File: src/rtl/refsch_pkg.sv
package refsch_pkg;

  function automatic int unsigned burst_deadline(input int unsigned refi,
                                                 input int unsigned nburst,
                                                 input int unsigned rfc);
    return nburst * refi - (nburst - 1) * rfc;
  endfunction

endpackage

File: src/rtl/refsch_interval_timer.sv
module refsch_interval_timer #(
  parameter int unsigned LIMIT = 5280,
  parameter int unsigned TRIG  = 5264,
  localparam int unsigned W    = $clog2(LIMIT + 1)
) (
  input  logic clk,
  input  logic rst_n,
  input  logic clr,
  output logic due
);
  logic [W-1:0] since_q, since_d;
  logic         en;

  always_comb begin
    en      = clr || (since_q != W'(LIMIT));
    since_d = clr ? '0 : since_q + 1'b1;
  end

  always_ff @(posedge clk or negedge rst_n) begin
    if (!rst_n)  since_q <= '0;
    else if (en) since_q <= since_d;
  end

  assign due = (since_q >= W'(TRIG));

  // a refresh always restarts the interval
  a_r8_clear_restarts: assert property (@(posedge clk) disable iff (!rst_n)
    clr |=> (since_q == '0));
  a_r2_no_overflow: assert property (@(posedge clk) disable iff (!rst_n)
    since_q <= W'(LIMIT));
endmodule

File: src/rtl/refsch_gap_timer.sv
module refsch_gap_timer #(
  parameter int unsigned LOAD = 320,
  localparam int unsigned W   = $clog2(LOAD + 1)
) (
  input  logic clk,
  input  logic rst_n,
  input  logic load,
  output logic done
);
  logic [W-1:0] left_q, left_d;
  logic         en;

  always_comb begin
    en     = load || (left_q != '0);
    left_d = load ? W'(LOAD) : left_q - 1'b1;
  end

  always_ff @(posedge clk or negedge rst_n) begin
    if (!rst_n)  left_q <= '0;
    else if (en) left_q <= left_d;
  end

  assign done = (left_q == '0);

  a_r5_gap_loaded: assert property (@(posedge clk) disable iff (!rst_n)
    load |=> !done);
endmodule

File: src/rtl/refsch_burst_track.sv
module refsch_burst_track #(
  parameter int unsigned NBURST = 4,
  localparam int unsigned W     = $clog2(NBURST + 1)
) (
  input  logic clk,
  input  logic rst_n,
  input  logic take,
  input  logic issue,
  output logic busy
);
  logic [W-1:0] num_q, num_d;
  logic         busy_q, busy_d;

  always_comb begin
    num_d  = num_q;
    busy_d = busy_q;
    if (issue) begin
      num_d = (num_q >= W'(NBURST)) ? W'(1) : num_q + 1'b1;
    end
    if (issue && (num_d == W'(NBURST))) busy_d = 1'b0;
    else if (take)                      busy_d = 1'b1;
  end

  always_ff @(posedge clk or negedge rst_n) begin
    if (!rst_n) begin
      num_q  <= W'(NBURST);
      busy_q <= 1'b0;
    end else begin
      if (issue) num_q <= num_d;
      if (issue || take) busy_q <= busy_d;
    end
  end

  assign busy = busy_q;

  a_r6_count_in_range: assert property (@(posedge clk) disable iff (!rst_n)
    (num_q >= W'(1)) && (num_q <= W'(NBURST)));
  a_r6_restart_at_one: assert property (@(posedge clk) disable iff (!rst_n)
    (issue && (num_q == W'(NBURST))) |=> (num_q == W'(1)));
endmodule

File: src/rtl/refresh_burst_sched.sv
module refresh_burst_sched
  import refsch_pkg::*;
#(
  parameter int unsigned REFI_CLKS   = 1560,
  parameter int unsigned BURST_LEN   = 4,
  parameter int unsigned RFC_CLKS    = 320,
  parameter int unsigned MARGIN_CLKS = 16,
  localparam int unsigned DEADLINE   = burst_deadline(REFI_CLKS, BURST_LEN, RFC_CLKS),
  localparam int unsigned TRIGGER    = DEADLINE - MARGIN_CLKS
) (
  input  logic clk,
  input  logic rst_n,
  input  logic ref_grant,
  input  logic ref_issued,
  output logic ref_req,
  output logic ref_busy,
  output logic act_ok
);
  logic due, gap_done, busy, take;

  refsch_interval_timer #(.LIMIT(DEADLINE), .TRIG(TRIGGER)) u_interval (
    .clk(clk), .rst_n(rst_n), .clr(ref_issued), .due(due));

  refsch_gap_timer #(.LOAD(RFC_CLKS)) u_gap (
    .clk(clk), .rst_n(rst_n), .load(ref_issued), .done(gap_done));

  refsch_burst_track #(.NBURST(BURST_LEN)) u_burst (
    .clk(clk), .rst_n(rst_n), .take(take), .issue(ref_issued), .busy(busy));

  always_comb begin
    take     = ref_grant && due && !busy;
    ref_req  = busy ? gap_done : due;
    ref_busy = busy;
    act_ok   = !busy && gap_done;
  end

  a_r4_no_act_in_burst: assert property (@(posedge clk) disable iff (!rst_n)
    ref_busy |-> !act_ok);
  a_r5_req_drops: assert property (@(posedge clk) disable iff (!rst_n)
    ref_issued |=> !ref_req);
  a_r7_act_blocked_after_ref: assert property (@(posedge clk) disable iff (!rst_n)
    ref_issued |=> !act_ok);
  a_r3_busy_needs_grant: assert property (@(posedge clk) disable iff (!rst_n)
    $rose(ref_busy) |-> $past(ref_grant));
  a_r6_end_on_refresh: assert property (@(posedge clk) disable iff (!rst_n)
    $fell(ref_busy) |-> $past(ref_issued));
  a_r9_req_held: assert property (@(posedge clk) disable iff (!rst_n)
    (ref_req && !ref_issued && !ref_grant) |=> (ref_req && $stable(ref_busy)));
endmodule

File: config.mk
export PLATFORM = sky130hd
export DESIGN_NAME = refresh_burst_sched
export DESIGN_NICKNAME = d
export VERILOG_FILES = /design/src/rtl/refsch_pkg.sv /design/src/rtl/refsch_interval_timer.sv /design/src/rtl/refsch_gap_timer.sv /design/src/rtl/refsch_burst_track.sv /design/src/rtl/refresh_burst_sched.sv
export SDC_FILE = /design/constraint.sdc
export NUM_CORES = 1
export LEC_CHECK = 0
export BUFFER_PORTS_ARGS = -buffer_cell sky130_fd_sc_hd__clkbuf_2
export CORE_UTILIZATION = 59
export CTS_CLUSTER_DIAMETER = 50
export DETAILED_ROUTE_END_ITERATION = 8
export HOLD_SLACK_MARGIN = 0.15
export PLACE_DENSITY = 0.85
export SLEW_MARGIN = 15
export SYNTH_ARGS = -nofsm -noshare
export SYNTH_HDL_FRONTEND = slang
export SYNTH_SLANG_ARGS = --single-unit
File: constraint.sdc
create_clock -name clk -period 1.9 [get_ports clk]
set_input_delay 0.095 -clock clk [delete_from_list [all_inputs] [get_ports clk]]
set_output_delay 0.095 -clock clk [all_outputs]
set_load 0.005 [all_outputs]
==> out/qor.csv, run 1 <==
stage,metric,value,unit
floorplan,die span in x,51.2,um
global_route,met2 Use GR,44.1,%
place,Buffers on Ports,6,
run_status,failing checks,negative setup slack,
synthesis,Post-Syn Area per Cell,9.53,um2
run_status,status,"complete, but fails checks",
cts,Inserted Clock Buffers,3,
synthesis,Syn Inst Count,150,
drt,Total Routed Length,3330,um
global_route,GR Layer Usage met3,3.57,%
timing,setup TNS,-0.0841,ns
global_route,number of global-route vias before repair,1143,
critical_path,Worst setup EP type,output port,
synthesis,Netlist Area Pre-Place,1430,um2
global_route,initial antenna violation count,0,
finish,layout cell share with drive strength beyond 1,22.9,%
place,HPWL Detailed,1950,um
synthesis,YS warnings,0,
floorplan,die height,51.2,um
drt,Via density,6.16,
drt,Pre-antenna DRT Iters,4,
place,dpl ws,0.0813,ns
synthesis,Yosys reg bits,26,
finish,Final Net Count,185,
timing,fin crit share,104,%
floorplan,# IOs,7,
place,dpl cell area,1510,um2
cts,Max Buffers Root-to-Sink,2,
timing,"Slew Viols, Final",0,
critical_path,FF-to-FF End,u_gap.left_q[7],
cts,CTS tree,built,
finish,Area Overhead vs Synth,18.9,%
place,GP Congestion,0.840,
drt,initial drt markers,20,
critical_path,CP cell instances,or3_4 > or3_4 > a211oi_2 > buf_2,
critical_path,Setup Crit Path Kind,register to output port,
power,Leak,0.734,nW
floorplan,CORE AREA,2250,um2
synthesis,share of the synthesized area in the top cell type,43.7,%
finish,ant diodes,0,
synthesis,main area contributors after synthesis,"dfrtp_1, ha_1, nor2_1",
power,power per cell area,751,nW/um2
drt,routed len/inst,16.4,um
timing,setup ws final,-0.0840,ns
cts,CTS root buf,clkbuf_4,
synthesis,Post-synth EDFFs,0,
cts,Clock Latency Late Sink,0.33,ns
global_route,GRT Residual Overflow,0,
place,dpl cells,183,
cts,CTS Sinks,26,
timing,Slew headroom,56.3,%
synthesis,Async SR Flop Fraction,100,%
critical_path,Worst Reg-to-Reg Cells,5,
synthesis,cell taking the most area after synthesis,dfrtp_1,
drt,DRC Markers,0,
floorplan,DIE AREA,2630,um2
synthesis,Netlist cell types,38,
floorplan,initial core utilization,63.4,%
timing,Worst-Margin Slew,0.655,ns
critical_path,CP required,1.80,ns
critical_path,crit path DAT,1.89,ns
synthesis,syn nets,159,
timing,RSZ-0062 raised after global routing,yes,
global_route,M1 GR Usage,36.3,%
global_route,GRT Resource Usage Total,27.7,%
flow_run,maxcap violations,0,
finish,Layout Cells excl Fill,203,
critical_path,R2R Setup Slk,0.09,ns
synthesis,register area share after synthesis,45.6,%
cts,H-Tree Level Count,1,
critical_path,CP max stage delay,0.45,ns
hold_path,Hold WC Path Type,input port to async pin,
power,VDD IR max,0.757,mV
finish,final instance area,1700,um2
floorplan,cell row count,17,
finish,most frequent cells in the layout,"dfrtp_1, buf_4, nor2_1",
timing,final number of setup-violating endpoints,2,
timing,Final Hold Viols,0,
timing,Clock Skew,0.00448,ns
drt,antenna-violating nets left,0,
drt,vias post-DR,1251,
timing,Max Freq,504,MHz
critical_path,CP max stage cell,dfrtp_1,
global_route,first-pass GRT wire length,5290,um
critical_path,Worst Setup Start Kind,register,
finish,"commonest non-fill, non-tap cell in the layout",dfrtp_1,
critical_path,critical path peak fanout,4,
timing,Final min period,1.98,ns
synthesis,"Top FF cell, synth",dfrtp_1,
global_route,largest net degree at the start of global routing,35,
critical_path,worst r2r src,u_gap.left_q[0],
critical_path,"most used cell, CP",or3_4,
cts,"Clk pin slew, worst setup/hold paths",0.14,ns
global_route,global routing's busiest layer,met2,
finish,final core utilization,75.4,%
## Yosys cell counts, types with 6 or more instances
cell and n:
a21oi_1 10, nand2b_1 6, or3_1 8, nor2_1 14, dfrtp_1 25, inv_1 10, o21ai_0 7
## metal layers
| metal | vias up | routed length [um] |
|---|---|---|
| li1 | 594 | - |
| met1 | 607 | 1520 |
| met2 | 37 | 1560 |
| met3 | 13 | 129 |
| met4 | 0 | 121 |
| met5 | - | 0 |
## registers in the layout (all words and copies together), names as in the netlist
register	cells
u_burst.busy	1
u_interval.since_q	13
u_burst.num_q	3
u_gap.left_q	9
## cells by family (layout without fill, tap and decap cells)
group / count (synthesis) / count (layout) / synth area share (%)
AOI/OAI and AO/OA: 32 / 32 / 14.3
xor gates and xnor gates: 2 / 2 / 1.23
adders and majority gates: 5 / 5 / 4.37
buffers and inverters: 15 / 40 / 4.02
DFF: 26 / 26 / 45.6
muxes: 6 / 6 / 4.90
and+or+nand+nor: 64 / 64 / 25.5
## metrics by stage
step / total power [mW] / hold WS (ns)
after floorplan: 0.845 / -0.201
after global placement: 0.891 / 0.145
after detailed placement: 0.912 / 0.150
after CTS: 1.25 / 0.321
after global routing: 1.33 / 0.372
final: 1.28 / 0.307
## timing repair
action | CTS | global route
hold endpoints to repair | 26 | 0
setup endpoints to repair | 2 | 2
hold buffers | 2 | 0
pin swaps | 4 | 1
setup buffers | 10 | 4
gates resized for setup | 4 | 3
## where the power goes
group | internal [mW] | total (mW) | leakage (nW) | switching, mW
Clock | 0.117 | 0.286 | 0.0210 | 0.168
Sequential | 0.617 | 0.665 | 0.338 | 0.0482
Combinational | 0.154 | 0.326 | 0.376 | 0.172
## critical path: cells and delay by family (launching register included)
family                 cells  cell delay, ns
buffers and inverters      1            0.15
AOI/OAI and AO/OA          1            0.20
DFF                        1            0.45
and+or+nand+nor            2            0.77
## worst max-delay path by stage
stage	endpoint	startpoint	cells past startpoint	slack, ns
finish	ref_req	u_gap.left_q[8]	4	-0.08
global route	ref_req	u_gap.left_q[7]	4	-0.12
CTS	ref_req	u_gap.left_q[7]	4	-0.04
detailed placement	ref_req	u_gap.left_q[5]	4	0.08
global placement	ref_req	u_gap.left_q[5]	4	0.15
floorplan	u_gap.left_q[0]	u_gap.left_q[3]	4	0.21
## layout make-up
cell class | instances | area (um2)
well taps | 28 | 35.0
repair buffers | 26 | 185
inverters | 10 | 37.5
multi-input cells | 109 | 754
clock buffers | 4 | 36.3
fillers | 151 | 554
flip-flops and latches | 26 | 652
No activity file was read; power rests on OpenSTA's default activity.
==> inputs of run 2 (changes only) <==
--- a/config.mk
+++ b/config.mk
@@ -6,12 +6,13 @@
 export NUM_CORES = 1
 export LEC_CHECK = 0
 export BUFFER_PORTS_ARGS = -buffer_cell sky130_fd_sc_hd__clkbuf_2
-export CORE_UTILIZATION = 59
+export CORE_UTILIZATION = 60
 export CTS_CLUSTER_DIAMETER = 50
 export DETAILED_ROUTE_END_ITERATION = 8
 export HOLD_SLACK_MARGIN = 0.15
-export PLACE_DENSITY = 0.85
+export PLACE_DENSITY = 0.86
 export SLEW_MARGIN = 15
 export SYNTH_ARGS = -nofsm -noshare
 export SYNTH_HDL_FRONTEND = slang
+export SYNTH_HIERARCHICAL = 1
 export SYNTH_SLANG_ARGS = --single-unit
==> out/qor.csv, run 2 <==
stage,metric,value,unit,change
run_status,status,"complete, no violations",,
finish,Area Overhead vs Synth,9.67,%,
drt,Pre-antenna DRT Iters,5,,+1
timing,Clock Skew,0.00676,ns,+0.00228 ns
timing,Final Hold Viols,0,,unchanged
synthesis,YS warnings,6,,+6
cts,CTS Sinks,26,,unchanged
synthesis,Syn Inst Count,154,,+2.7%
global_route,largest net degree at the start of global routing,31,,-11%
finish,Final Net Count,175,,-5.4%
synthesis,synth cell count leaders,"dfrtp_1, a21oi_1, nand2_1",,
synthesis,Yosys reg bits,26,,unchanged
place,HPWL Detailed,2010,um,+3.1%
synthesis,Async SR Flop Fraction,100,%,unchanged
synthesis,main area contributors after synthesis,"dfrtp_1, a21oi_1, ha_1",,
cts,Clock Latency Late Sink,0.32,ns,about the same
finish,multi-input logic area,798,um2,+5.8%
critical_path,critical path peak fanout,5,,+1
floorplan,cell row count,17,,unchanged
drt,routed len/inst,16.1,um,-1.8%
place,dpl cell area,1550,um2,+2.8%
place,Buffers on Ports,6,,unchanged
timing,Max Freq,526,MHz,+4.4%
drt,DRC Markers,0,,unchanged
cts,Inserted Clock Buffers,3,,unchanged
timing,Slew headroom,57.1,%,+0.76 points
cts,"Clk pin slew, worst setup/hold paths",0.14,ns,about the same
finish,Fillers,169,,+12%
synthesis,Post-synth EDFFs,0,,unchanged
synthesis,register area share after synthesis,43.4,%,-2.2 points
global_route,first-pass GRT wire length,5220,um,-1.2%
timing,Worst-Margin Slew,0.643,ns,-0.0115 ns
drt,vias post-DR,1263,,+0.96%
synthesis,cell taking the most area after synthesis,dfrtp_1,,
critical_path,Worst Setup Start Kind,register,,
power,VDD IR max,0.672,mV,-11%
timing,RSZ-0062 raised after global routing,yes,,
synthesis,"Top FF cell, synth",dfrtp_1,,
timing,fin crit share,100,%,-4.4 points
synthesis,Netlist cell types,47,,+24%
finish,register area,652,um2,unchanged
drt,Via density,6.54,,+6.2%
finish,final instance area,1650,um2,-3.2%
critical_path,Worst setup EP type,output port,,
cts,H-Tree Level Count,1,,unchanged
flow_run,maxcap violations,0,,unchanged
synthesis,Post-Syn Area per Cell,9.75,um2,+2.3%
finish,"commonest non-fill, non-tap cell in the layout",dfrtp_1,,
floorplan,CORE AREA,2280,um2,+0.94%
floorplan,initial core utilization,66.0,%,+2.5 points
timing,Hold WS,0.166,ns,-0.142 ns
power,Leak,0.684,nW,-6.9%
drt,initial drt markers,37,,+85%
cts,Max Buffers Root-to-Sink,2,,unchanged
floorplan,# IOs,7,,unchanged
critical_path,CP required,1.80,ns,about the same
global_route,GRT Residual Overflow,0,,unchanged
floorplan,DIE AREA,2710,um2,+3.1%
place,GP Congestion,0.866,,+3.1%
synthesis,most frequent cell after synthesis,dfrtp_1,,
power,Power Total,1.22,mW,-4.1%
finish,ant diodes,0,,unchanged
finish,most frequent cells in the layout,"dfrtp_1, a21oi_1, nand2_1",,
global_route,number of global-route vias before repair,1229,,+7.5%
power,power per cell area,743,nW/um2,-0.98%
synthesis,Netlist Area Pre-Place,1500,um2,+5.0%
synthesis,share of the synthesized area in the top cell type,41.7,%,-2.1 points
floorplan,die height,52.0,um,+1.5%
finish,max reg flops,13,,unchanged
timing,"Slew Viols, Final",0,,unchanged
critical_path,crit path DAT,1.80,ns,-0.09 ns
finish,final core utilization,72.3,%,-3.1 points
drt,Total Routed Length,3110,um,-6.6%
timing,Final min period,1.90,ns,-0.0845 ns
cts,CTS tree,built,,
global_route,GRT Resource Usage Total,26.2,%,-1.4 points
drt,antenna-violating nets left,0,,unchanged
cts,CTS root buf,clkbuf_4,,
hold_path,Hold WC Path Type,input port to register,,
timing,final number of setup-violating endpoints,0,,-2
synthesis,syn nets,163,,+2.5%
critical_path,Setup Crit Path Kind,register to output port,,
finish,top flop regs,"u_interval/since_q (13), u_gap/left_q (9), u_burst/num_q (3)",,
global_route,initial antenna violation count,0,,unchanged
finish,Largest Register,u_interval/since_q,,
finish,layout cell share with drive strength beyond 1,19.4,%,-3.5 points
floorplan,die span in x,52.0,um,+1.5%
==> run 2: cell count changes in the layout (fill, tap and decap cells not counted), moves of 3 or more <==
cell,before,now
a21oi_1,10,16
buf_4,18,6
inv_1,10,7
nand2_1,5,10
nand2b_1,6,2
nor2_1,14,5
nor3_1,3,6
o21ai_1,0,3
o31ai_1,3,7
or3_4,3,0
==> run 2: worst paths after layout <==
| check | from | endpoint | slack, ns | cells after the start |
|---|---|---|---|---|
| max reg2reg | u_gap/left_q[4] | u_gap/left_q[7] | 0.08 | 3 |
| min in group asynchronous | rst_n | u_gap/left_q[4] | 0.32 | 2 |
| min | ref_grant | u_burst/busy | 0.17 | 3 |
| min reg2reg | u_burst/num_q[2] | u_burst/num_q[2] | 0.52 | 2 |
| max | u_gap/left_q[1] | ref_req | 0.0005 | 6 |
| max in group asynchronous | rst_n | u_interval/since_q[4] | 1.17 | 2 |
==> run 2: routing by layer <==
metal | track usage [%] | wire length, um | part of all wire [%]
met5 | 0 | 0 | 0
met4 | 12.6 | 54 | 1.7
met3 | 3.22 | 126 | 4.1
met2 | 45.1 | 1600 | 52
met1 | 32.3 | 1320 | 43
==> run 2: final cells by class <==
type / count / share of cell area, %
inverters: 9 / 2.05
repair buffers: 13 / 5.55
flip-flops and latches: 26 / 39.6
well taps: 28 / 2.13
multi-input cells: 113 / 48.5
clock buffers: 4 / 2.20
==> run 2: what timing repair did <==
item	in CTS	in global routing
setup buffers	3	0
setup endpoints to repair	2	2
hold buffers	1	0
endpoints found under the hold margin	25	0
resized for setup	7	1
pin swaps	1	0
==> run 2: through the flow <==
stage	setup TNS [ns]	setup slack [ns]	cells
2_1_floorplan	0	0.0898	154
3_3_place_gp	0	0.175	185
3_5_place_dp	0	0.131	185
4_1_cts	0	0.0206	193
5_1_grt	-0.144	-0.0724	193
6_report	0	0.000474	193
==> run 2: kinds of logic (layout without fill, tap and decap cells) <==
group,Yosys count,count (layout),synth area share [%]
AND/OR/NAND/NOR,62,62,27.1
XOR/XNOR,2,2,1.17
flip-flops,26,26,43.4
adder cells (fa/ha/maj),5,5,4.17
buffers and inverters,15,26,5.00
multiplexers,3,3,2.50
AO/OA/AOI/OAI,41,41,16.7
==> run 2: power by group <==
part / total (mW) / internal [mW] / switching [mW]
combinational: 0.267 / 0.121 / 0.146
clock: 0.276 / 0.117 / 0.159
sequential: 0.681 / 0.617 / 0.0644
==> run 2: critical path, cell delays in order, from the launching register on <==
cell and delay (ns):
dfrtp_1 0.41, inv_2 0.07, ha_4 0.15, or4b_4 0.50
nor2_4 0.11, mux2_4 0.16, buf_6 0.09
